## src/rtl/dls_pkg.sv

```systemverilog
package dls_pkg;

  localparam logic [2:0]  ACK_OK     = 3'b001;
  localparam logic [2:0]  ACK_WAIT   = 3'b010;
  localparam logic [2:0]  ACK_FAULT  = 3'b100;
  localparam logic [15:0] SWITCH_PAT = 16'hE79E;
  localparam int          SWITCH_LEN = 16;
  localparam int          LR_MIN     = 50;
  localparam logic [31:0] STICKY_CLR = 32'h0000_001E;

  typedef enum logic [1:0] {
    ACKC_OK,
    ACKC_RETRY,
    ACKC_FAULT,
    ACKC_LOST
  } ack_class_e;

  // Request byte, bit 0 goes out first on the wire.
  function automatic logic [7:0] req_byte(input logic ap, input logic rnw,
                                          input logic [1:0] addr);
    req_byte = {1'b1, 1'b0, ^{ap, rnw, addr}, addr[1], addr[0], rnw, ap, 1'b1};
  endfunction

  function automatic ack_class_e classify(input logic [2:0] ack);
    case (ack)
      ACK_OK:    classify = ACKC_OK;
      ACK_WAIT:  classify = ACKC_RETRY;
      ACK_FAULT: classify = ACKC_FAULT;
      default:   classify = ACKC_LOST;
    endcase
  endfunction

  localparam logic [7:0] ID_REQ  = 8'hA5;
  localparam logic [7:0] CLR_REQ = 8'h81;

endpackage

```

## src/rtl/dls_rst_sync.sv

```systemverilog
module dls_rst_sync (
  input  logic clk,
  input  logic rst_n,
  output logic rst_sync_n
);
  logic [1:0] sync_q;

  always_ff @(posedge clk or negedge rst_n) begin
    if (!rst_n) sync_q <= 2'b00;
    else        sync_q <= {sync_q[0], 1'b1};
  end

  assign rst_sync_n = sync_q[1];
endmodule

```

## src/rtl/dls_bringup.sv

```systemverilog
module dls_bringup
  import dls_pkg::*;
#(
  parameter int LR_LEN = 50,
  parameter int LENW   = 6
) (
  input  logic            clk,
  input  logic            rst_n,
  input  logic            relink,
  output logic            sh_start,
  output logic            sh_hold_high,
  output logic [LENW-1:0] sh_len,
  output logic [15:0]     sh_pattern,
  input  logic            sh_done,
  output logic            tx_start,
  output logic [7:0]      tx_req,
  input  logic            tx_done,
  input  logic [2:0]      tx_ack,
  input  logic [31:0]     tx_rdata,
  input  logic            tx_par_ok,
  output logic            link_up,
  output logic [31:0]     id_code
);

  typedef enum logic [3:0] {
    BU_START, BU_LR1, BU_LR1_W, BU_SW, BU_SW_W,
    BU_LR2, BU_LR2_W, BU_ID, BU_ID_W, BU_UP
  } bu_state_e;

  bu_state_e   state_q, state_d;
  logic        id_en;
  logic [31:0] id_q;

  always_comb begin
    state_d      = state_q;
    sh_start     = 1'b0;
    sh_hold_high = 1'b0;
    sh_len       = '0;
    sh_pattern   = '0;
    tx_start     = 1'b0;
    id_en        = 1'b0;
    case (state_q)
      BU_START: state_d = BU_LR1;
      BU_LR1: begin
        sh_start     = 1'b1;
        sh_hold_high = 1'b1;
        sh_len       = LENW'(LR_LEN);
        state_d      = BU_LR1_W;
      end
      BU_LR1_W: if (sh_done) state_d = BU_SW;
      BU_SW: begin
        sh_start   = 1'b1;
        sh_len     = LENW'(SWITCH_LEN);
        sh_pattern = SWITCH_PAT;
        state_d    = BU_SW_W;
      end
      BU_SW_W: if (sh_done) state_d = BU_LR2;
      BU_LR2: begin
        sh_start     = 1'b1;
        sh_hold_high = 1'b1;
        sh_len       = LENW'(LR_LEN);
        state_d      = BU_LR2_W;
      end
      BU_LR2_W: if (sh_done) state_d = BU_ID;
      BU_ID: begin
        tx_start = 1'b1;
        state_d  = BU_ID_W;
      end
      BU_ID_W: begin
        if (tx_done) begin
          if (tx_ack == ACK_OK && tx_par_ok) begin
            id_en   = 1'b1;
            state_d = BU_UP;
          end else begin
            state_d = BU_LR1;
          end
        end
      end
      BU_UP: if (relink) state_d = BU_LR1;
      default: state_d = BU_LR1;
    endcase
  end

  always_ff @(posedge clk or negedge rst_n) begin
    if (!rst_n) state_q <= BU_START;
    else        state_q <= state_d;
  end

  always_ff @(posedge clk or negedge rst_n) begin
    if (!rst_n)     id_q <= '0;
    else if (id_en) id_q <= tx_rdata;
  end

  assign tx_req  = ID_REQ;
  assign link_up = (state_q == BU_UP);
  assign id_code = id_q;

  AST_LINK_NEEDS_ID: assert property (@(posedge clk) disable iff (!rst_n)
    $rose(link_up) |-> $past(tx_done && tx_ack == ACK_OK && tx_par_ok));
  AST_ID_LATCHED: assert property (@(posedge clk) disable iff (!rst_n)
    $rose(link_up) |-> id_code == $past(tx_rdata));
  AST_LR_FLOOR: assert property (@(posedge clk) disable iff (!rst_n)
    sh_start && sh_hold_high |-> int'(sh_len) >= LR_MIN);

endmodule

```

## src/rtl/dls_access.sv

```systemverilog
module dls_access
  import dls_pkg::*;
#(
  parameter int CNTW = 4
) (
  input  logic            clk,
  input  logic            rst_n,
  input  logic            link_up,
  input  logic [CNTW-1:0] cfg_retry_max,
  input  logic            cl_valid,
  output logic            cl_ready,
  input  logic            cl_ap,
  input  logic            cl_rnw,
  input  logic [1:0]      cl_addr,
  input  logic [31:0]     cl_wdata,
  output logic            cl_rsp_valid,
  output logic            cl_rsp_err,
  output logic [31:0]     cl_rsp_rdata,
  output logic            tx_start,
  output logic [7:0]      tx_req,
  output logic [31:0]     tx_wdata,
  input  logic            tx_done,
  input  logic [2:0]      tx_ack,
  input  logic [31:0]     tx_rdata,
  input  logic            tx_par_ok,
  output logic            relink
);

  typedef enum logic [2:0] {
    AC_IDLE, AC_ISSUE, AC_WAIT, AC_CLR, AC_CLR_W, AC_RELINK, AC_RSP
  } ac_state_e;

  ac_state_e       state_q, state_d;
  logic            ap_q, rnw_q;
  logic [1:0]      addr_q;
  logic [31:0]     wdata_q;
  logic            req_ld;
  logic [CNTW-1:0] cnt_q;
  logic            cnt_clr, cnt_inc, at_limit;
  logic            rsp_ld, rsp_err_d, rsp_err_q;
  logic [31:0]     rsp_data_q;
  ack_class_e      cls_raw, cls_acc;

  always_comb begin
    cls_raw = classify(tx_ack);
    cls_acc = cls_raw;
    if (cls_raw == ACKC_OK && rnw_q && !tx_par_ok) cls_acc = ACKC_RETRY;
  end

  assign at_limit = (cnt_q >= cfg_retry_max);

  always_comb begin
    state_d   = state_q;
    req_ld    = 1'b0;
    cnt_clr   = 1'b0;
    cnt_inc   = 1'b0;
    rsp_ld    = 1'b0;
    rsp_err_d = 1'b0;
    relink    = 1'b0;
    cl_ready  = 1'b0;
    tx_start  = 1'b0;
    tx_req    = req_byte(ap_q, rnw_q, addr_q);
    tx_wdata  = wdata_q;
    case (state_q)
      AC_IDLE: begin
        cl_ready = link_up;
        if (cl_valid && link_up) begin
          req_ld  = 1'b1;
          cnt_clr = 1'b1;
          state_d = AC_ISSUE;
        end
      end
      AC_ISSUE: begin
        tx_start = 1'b1;
        state_d  = AC_WAIT;
      end
      AC_WAIT: begin
        if (tx_done) begin
          case (cls_acc)
            ACKC_OK: begin
              rsp_ld  = 1'b1;
              state_d = AC_RSP;
            end
            ACKC_RETRY, ACKC_FAULT: begin
              if (at_limit) begin
                rsp_ld    = 1'b1;
                rsp_err_d = 1'b1;
                state_d   = AC_RSP;
              end else begin
                cnt_inc = 1'b1;
                state_d = (cls_acc == ACKC_FAULT) ? AC_CLR : AC_ISSUE;
              end
            end
            default: begin
              relink = 1'b1;
              if (at_limit) begin
                rsp_ld    = 1'b1;
                rsp_err_d = 1'b1;
                state_d   = AC_RSP;
              end else begin
                cnt_inc = 1'b1;
                state_d = AC_RELINK;
              end
            end
          endcase
        end
      end
      AC_CLR: begin
        tx_start = 1'b1;
        tx_req   = CLR_REQ;
        tx_wdata = STICKY_CLR;
        state_d  = AC_CLR_W;
      end
      AC_CLR_W: begin
        if (tx_done) begin
          if (cls_raw == ACKC_OK) begin
            state_d = AC_ISSUE;
          end else begin
            if (cls_raw == ACKC_LOST) relink = 1'b1;
            if (at_limit) begin
              rsp_ld    = 1'b1;
              rsp_err_d = 1'b1;
              state_d   = AC_RSP;
            end else begin
              cnt_inc = 1'b1;
              state_d = (cls_raw == ACKC_LOST) ? AC_RELINK : AC_CLR;
            end
          end
        end
      end
      AC_RELINK: if (link_up) state_d = AC_ISSUE;
      AC_RSP:    state_d = AC_IDLE;
      default:   state_d = AC_IDLE;
    endcase
  end

  always_ff @(posedge clk or negedge rst_n) begin
    if (!rst_n) state_q <= AC_IDLE;
    else        state_q <= state_d;
  end

  always_ff @(posedge clk or negedge rst_n) begin
    if (!rst_n) begin
      ap_q    <= 1'b0;
      rnw_q   <= 1'b0;
      addr_q  <= '0;
      wdata_q <= '0;
    end else if (req_ld) begin
      ap_q    <= cl_ap;
      rnw_q   <= cl_rnw;
      addr_q  <= cl_addr;
      wdata_q <= cl_wdata;
    end
  end

  always_ff @(posedge clk or negedge rst_n) begin
    if (!rst_n)       cnt_q <= '0;
    else if (cnt_clr) cnt_q <= '0;
    else if (cnt_inc) cnt_q <= cnt_q + 1'b1;
  end

  always_ff @(posedge clk or negedge rst_n) begin
    if (!rst_n) begin
      rsp_err_q  <= 1'b0;
      rsp_data_q <= '0;
    end else if (rsp_ld) begin
      rsp_err_q  <= rsp_err_d;
      rsp_data_q <= tx_rdata;
    end
  end

  assign cl_rsp_valid = (state_q == AC_RSP);
  assign cl_rsp_err   = rsp_err_q;
  assign cl_rsp_rdata = rsp_data_q;

  AST_RSP_AFTER_DONE: assert property (@(posedge clk) disable iff (!rst_n)
    cl_rsp_valid |-> $past(tx_done));
  AST_FAULT_CLEARS: assert property (@(posedge clk) disable iff (!rst_n)
    state_q == AC_WAIT && tx_done && tx_ack == ACK_FAULT && !at_limit
      |=> tx_start && tx_req == CLR_REQ && tx_wdata == STICKY_CLR);
  AST_RELINK_DROPS: assert property (@(posedge clk) disable iff (!rst_n)
    relink |=> !link_up);

endmodule

```

## src/rtl/dls_link_seq.sv

```systemverilog
module dls_link_seq
  import dls_pkg::*;
#(
  parameter  int LR_CLKS = 64,
  parameter  int CNTW    = 4,
  localparam int LR_LEN  = (LR_CLKS < LR_MIN) ? LR_MIN : LR_CLKS,
  localparam int LENW    = $clog2(LR_LEN + 1)
) (
  input  logic            clk,
  input  logic            rst_n,
  input  logic [CNTW-1:0] cfg_retry_max,
  input  logic            cl_valid,
  output logic            cl_ready,
  input  logic            cl_ap,
  input  logic            cl_rnw,
  input  logic [1:0]      cl_addr,
  input  logic [31:0]     cl_wdata,
  output logic            cl_rsp_valid,
  output logic            cl_rsp_err,
  output logic [31:0]     cl_rsp_rdata,
  output logic            link_up,
  output logic [31:0]     id_code,
  output logic            sh_start,
  output logic            sh_hold_high,
  output logic [LENW-1:0] sh_len,
  output logic [15:0]     sh_pattern,
  input  logic            sh_done,
  output logic            tx_start,
  output logic [7:0]      tx_req,
  output logic [31:0]     tx_wdata,
  input  logic            tx_done,
  input  logic [2:0]      tx_ack,
  input  logic [31:0]     tx_rdata,
  input  logic            tx_par_ok
);

  logic        rst_sync_n;
  logic        relink;
  logic        bu_tx_start, ac_tx_start;
  logic [7:0]  bu_tx_req, ac_tx_req;
  logic [31:0] ac_tx_wdata;

  dls_rst_sync u_rst (
    .clk        (clk),
    .rst_n      (rst_n),
    .rst_sync_n (rst_sync_n)
  );

  dls_bringup #(.LR_LEN(LR_LEN), .LENW(LENW)) u_bringup (
    .clk          (clk),
    .rst_n        (rst_sync_n),
    .relink       (relink),
    .sh_start     (sh_start),
    .sh_hold_high (sh_hold_high),
    .sh_len       (sh_len),
    .sh_pattern   (sh_pattern),
    .sh_done      (sh_done),
    .tx_start     (bu_tx_start),
    .tx_req       (bu_tx_req),
    .tx_done      (tx_done),
    .tx_ack       (tx_ack),
    .tx_rdata     (tx_rdata),
    .tx_par_ok    (tx_par_ok),
    .link_up      (link_up),
    .id_code      (id_code)
  );

  dls_access #(.CNTW(CNTW)) u_access (
    .clk           (clk),
    .rst_n         (rst_sync_n),
    .link_up       (link_up),
    .cfg_retry_max (cfg_retry_max),
    .cl_valid      (cl_valid),
    .cl_ready      (cl_ready),
    .cl_ap         (cl_ap),
    .cl_rnw        (cl_rnw),
    .cl_addr       (cl_addr),
    .cl_wdata      (cl_wdata),
    .cl_rsp_valid  (cl_rsp_valid),
    .cl_rsp_err    (cl_rsp_err),
    .cl_rsp_rdata  (cl_rsp_rdata),
    .tx_start      (ac_tx_start),
    .tx_req        (ac_tx_req),
    .tx_wdata      (ac_tx_wdata),
    .tx_done       (tx_done),
    .tx_ack        (tx_ack),
    .tx_rdata      (tx_rdata),
    .tx_par_ok     (tx_par_ok),
    .relink        (relink)
  );

  // Bring-up owns the engine while the link is down, the access side after.
  assign tx_start = bu_tx_start | ac_tx_start;
  assign tx_req   = link_up ? ac_tx_req   : bu_tx_req;
  assign tx_wdata = link_up ? ac_tx_wdata : '0;

  AST_ONE_OWNER: assert property (@(posedge clk) disable iff (!rst_sync_n)
    !(bu_tx_start && ac_tx_start));

endmodule

```

## config.mk

```make
export PLATFORM = sky130hd
export DESIGN_NAME = dls_link_seq
export DESIGN_NICKNAME = d
export VERILOG_FILES = /design/src/rtl/dls_pkg.sv /design/src/rtl/dls_rst_sync.sv /design/src/rtl/dls_bringup.sv /design/src/rtl/dls_access.sv /design/src/rtl/dls_link_seq.sv
export SDC_FILE = /design/constraint.sdc
export NUM_CORES = 1
export LEC_CHECK = 0
export BUFFER_PORTS_ARGS = -buffer_cell sky130_fd_sc_hd__buf_2
export CORE_MARGIN = 2
export CORE_UTILIZATION = 45
export CTS_BUF_LIST = sky130_fd_sc_hd__clkbuf_4 sky130_fd_sc_hd__clkbuf_8 sky130_fd_sc_hd__clkbuf_16
export CTS_CLUSTER_SIZE = 12
export DETAILED_ROUTE_END_ITERATION = 12
export GPL_ROUTABILITY_DRIVEN = 0
export PLACE_DENSITY_LB_ADDON = 0.1
export SETUP_SLACK_MARGIN = 0.1
export SYNTH_ARGS = -nofsm -noshare
export SYNTH_HDL_FRONTEND = slang
export SYNTH_HIERARCHICAL = 1
export SYNTH_SLANG_ARGS = --single-unit
```

## constraint.sdc

```tcl
create_clock -name clk -period 3.5 [get_ports clk]
set_clock_uncertainty 0.1 [all_clocks]
set_input_delay 0.175 -clock clk [delete_from_list [all_inputs] [get_ports clk]]
set_output_delay 0.175 -clock clk [all_outputs]
set_load 0.05 [all_outputs]
```

==> impl_results.md <==
- Status: complete, no violations
- Crit path time final: 2700 ps
- Asr flop ratio synth: 1.00
- H-Tree Depth: 4
- GRT Total Usage: 0.196
- FP Rows: 42
- R2R depth: 8
- Hold Slack: 50.4 ps
- Final Setup Violations: 0
- R2r startpoint: u_access/cnt_q[0]$_DFFE_PN0P_
- Fmax: between 300 and 400 MHz
- #FFs+latches synth: 114
- # port buffers: roughly 200
- Relative slew slack: 0.364
- Cell accounting for the most synthesized area: dfrtp_1
- Final #Nets: 821
- Global route overflow: 0
- Pwr Total: 5.56 mW
- Initial cell density of the core: 0.455
- Hpwl dp: 8840 um
- Least-Margin Pin Slew: 955 ps
- Post-synth top flop: dfrtp_1
- Die W: 119 um
- Synth top area share: 0.479
- VDD IR max: 0.476 mV
- Total CTS buffers: 17
- Flop2flop setup slack: 800 ps
- Syn Area/Cell: 12.5 um2
- Routed WL: about 13000 um
- Hold/Removal Path Class: in2reg
- Power per cell area: 680 nW/um2
- RSZ-0062 raised after global routing: no
- Pre-Repair DR Iteration Count: 4
- Critical Path Sink Type: flip-flop
- Later-pin clock latency in the skew report: 410 ps
- Max-cap viol count: 0
- Fin crit share: 0.773
- Postcts setup bufs: 0
- Leak: 4.37 nW
- Sequential area share after synthesis: 0.479
- Worst-path fanout max: 32
- Most frequent cells in the layout: buf_2, dfrtp_1, dlygate4sd3_1
- Yosys warnings: 6
- Layout area overhead: 37.3%
- Critical path destination: u_access/cl_rsp_rdata[0]$_DFFE_PN0P_
- Post-route ant nets: 0
- DRC viols: 0
- Final Hold Vio Count: 0
- Critical Path Start Type: flip-flop
- Critical path class: reg2reg
- CP required: 3690 ps
- Share of layout cells above drive strength 1: 0.480
- Cell variety after synth: 53
- Final core utilization: 0.625
- Post-route setup TNS: 0 ps
- Max Slew Vio Count: 0
- Vias in the first global route: 4510
- Most common cell after layout, fill and taps aside: buf_2
- Post-CTS resize count: 0
- Area post-placement: just under 7000 um2
- Syn Inst Count: around 480
- CTS tree: built
- Die Ht: 119 um
- CTS root buf: clkbuf_16
- First-pass GRT wire length: 21800 um
- CTS clk-pin slew, worst paths: 50 ps
- Critical Path Start: u_access/cnt_q[0]$_DFFE_PN0P_
- Core area: 13100 um2
- Clock sink total: 114
- Die area: 14200 um2
- FILL cells: between 1000 and 1500
- Initial antenna violation count: 1
- Post-route cell area: 8180 um2
- Mapped cell area: between 5000 and 6000 um2
- Drt wl/cell: 14.5 um
- Synth top area cells: dfrtp_1, mux2_2, mux2_4
- FF-to-FF End: u_access/cl_rsp_rdata[0]$_DFFE_PN0P_
- Clock Path Buffers: 2
- Number of flops mapped to enable cells by yosys: 0
- Arrival time at the worst endpoint: 2890 ps
- Initial DRC Count: 158
- Largest net degree at the start of global routing: 66
- Vias: 4339
- I/O Pins: 215
- Routed vias/inst: 4.70
==> critical path, stage by stage (launching register included) <==
cell       delay, ps
dfrtp_1          390
inv_1            100
ha_1             230
nand2b_1         170
a2111oi_4        490
a211oi_1         130
o21ai_4          130
buf_4            410
mux2_2           400
==> through the flow <==
stage          std cells  worst slack [ps]
2_1_floorplan        495               662
3_3_place_gp         818               868
3_5_place_dp         818               777
4_1_cts              922               769
5_1_grt              923               636
6_report             923               795
==> worst min-delay path by stage <==
stage            start                               end  slack [ps]  depth (start not counted)
6_report       sh_done  u_bringup/state_q[0]$_DFFE_PN0P_          50                          3
5_1_grt        sh_done  u_bringup/state_q[0]$_DFFE_PN0P_          40                          3
4_1_cts        sh_done  u_bringup/state_q[0]$_DFFE_PN0P_          40                          3
3_5_place_dp     rst_n         u_rst/sync_q[0]$_DFF_PN0_        -140                          1
3_3_place_gp     rst_n         u_rst/sync_q[0]$_DFF_PN0_        -140                          1
2_1_floorplan    rst_n         u_rst/sync_q[0]$_DFF_PN0_        -220                          0
==> report_power, final <==
group	switching (mW)	internal (mW)	total [mW]
logic	1.32	0.706	2.03
clock network	0.576	1.11	1.69
registers	0.217	1.64	1.85
==> cell usage after synthesis, types with 2 or more instances <==
cell and number:
clkbuf_1 8, xnor2_1 6, and2b_1 3, buf_6 4
ha_1 7, o21ai_0 5, o21a_1 2, buf_12 3
nor3_1 4, nand2b_1 9, conb_1 5, xor2_1 2
nor2_1 17, or3_1 2, inv_1 7, nor3b_1 2
mux2_2 69, o221ai_1 2, buf_4 36, or2_2 2
and3_1 3, and2_1 67, buf_2 9, or4bb_1 2
o21bai_1 2, nor2b_1 4, mux2_4 38, mux2i_1 2
or2b_1 2, o21ai_2 2, dfrtp_1 114, a21oi_1 8
nand2_1 10
==> layer usage <==
metal | part of all wire | wire length, um | vias up | global-route usage
met1 | 0.41 | 5440 | 2093 | 0.224
met4 | 0.022 | 289 | 0 | 0.0841
met3 | 0.061 | 820 | 23 | 0.0647
met2 | 0.51 | 6860 | 140 | 0.335
li1 | - | - | 2083 | -
met5 | 0 | 0 | - | 0
==> layout make-up <==
cell class | count | area [um2] | share of cell area
Sequential cell | 114 | 2860 | 0.349
Multi-Input combinational cell | 314 | 2700 | 0.330
Clock inverter | 10 | 108 | 0.0132
Inverter | 7 | 26.3 | 0.00321
Tap cell | 176 | 220 | 0.0269
Antenna cell | 1 | 2.50 | 0.000306
Clock buffer | 22 | 482 | 0.0589
Timing Repair Buffer | 279 | 1780 | 0.218
==> sequential cells by signal, indices dropped and copies added, names as in the netlist <==
name / flops
u_access/addr_q: 2
u_access/cl_rsp_err: 1
u_bringup/state_q: 4
u_access/ap_q: 1
u_access/cnt_q: 4
u_access/state_q: 3
u_rst/sync_q: 2
u_access/rnw_q: 1
u_access/wdata_q: 32
u_access/cl_rsp_rdata: 32
u_bringup/id_code: 32
==> cell families (layout without fill, tap and decap cells) <==
family	count (synthesis)	count (layout)	synth area share
AO/OA/AOI/OAI	34	34	0.0439
XOR/XNOR	8	8	0.0118
adder cells (fa/ha/maj)	7	7	0.0147
buffers and inverters	67	318	0.0800
flip-flops	114	114	0.479
multiplexers	110	110	0.232
other	5	23	0.00315
AND/OR/NAND/NOR	133	133	0.136
==> repair_timing <==
item | CTS | global route
setup endpoints to repair | 0 | 0
hold buffers | 72 | 0
endpoints found under the hold margin | 104 | 0
No activity file was read; power rests on OpenSTA's default activity.
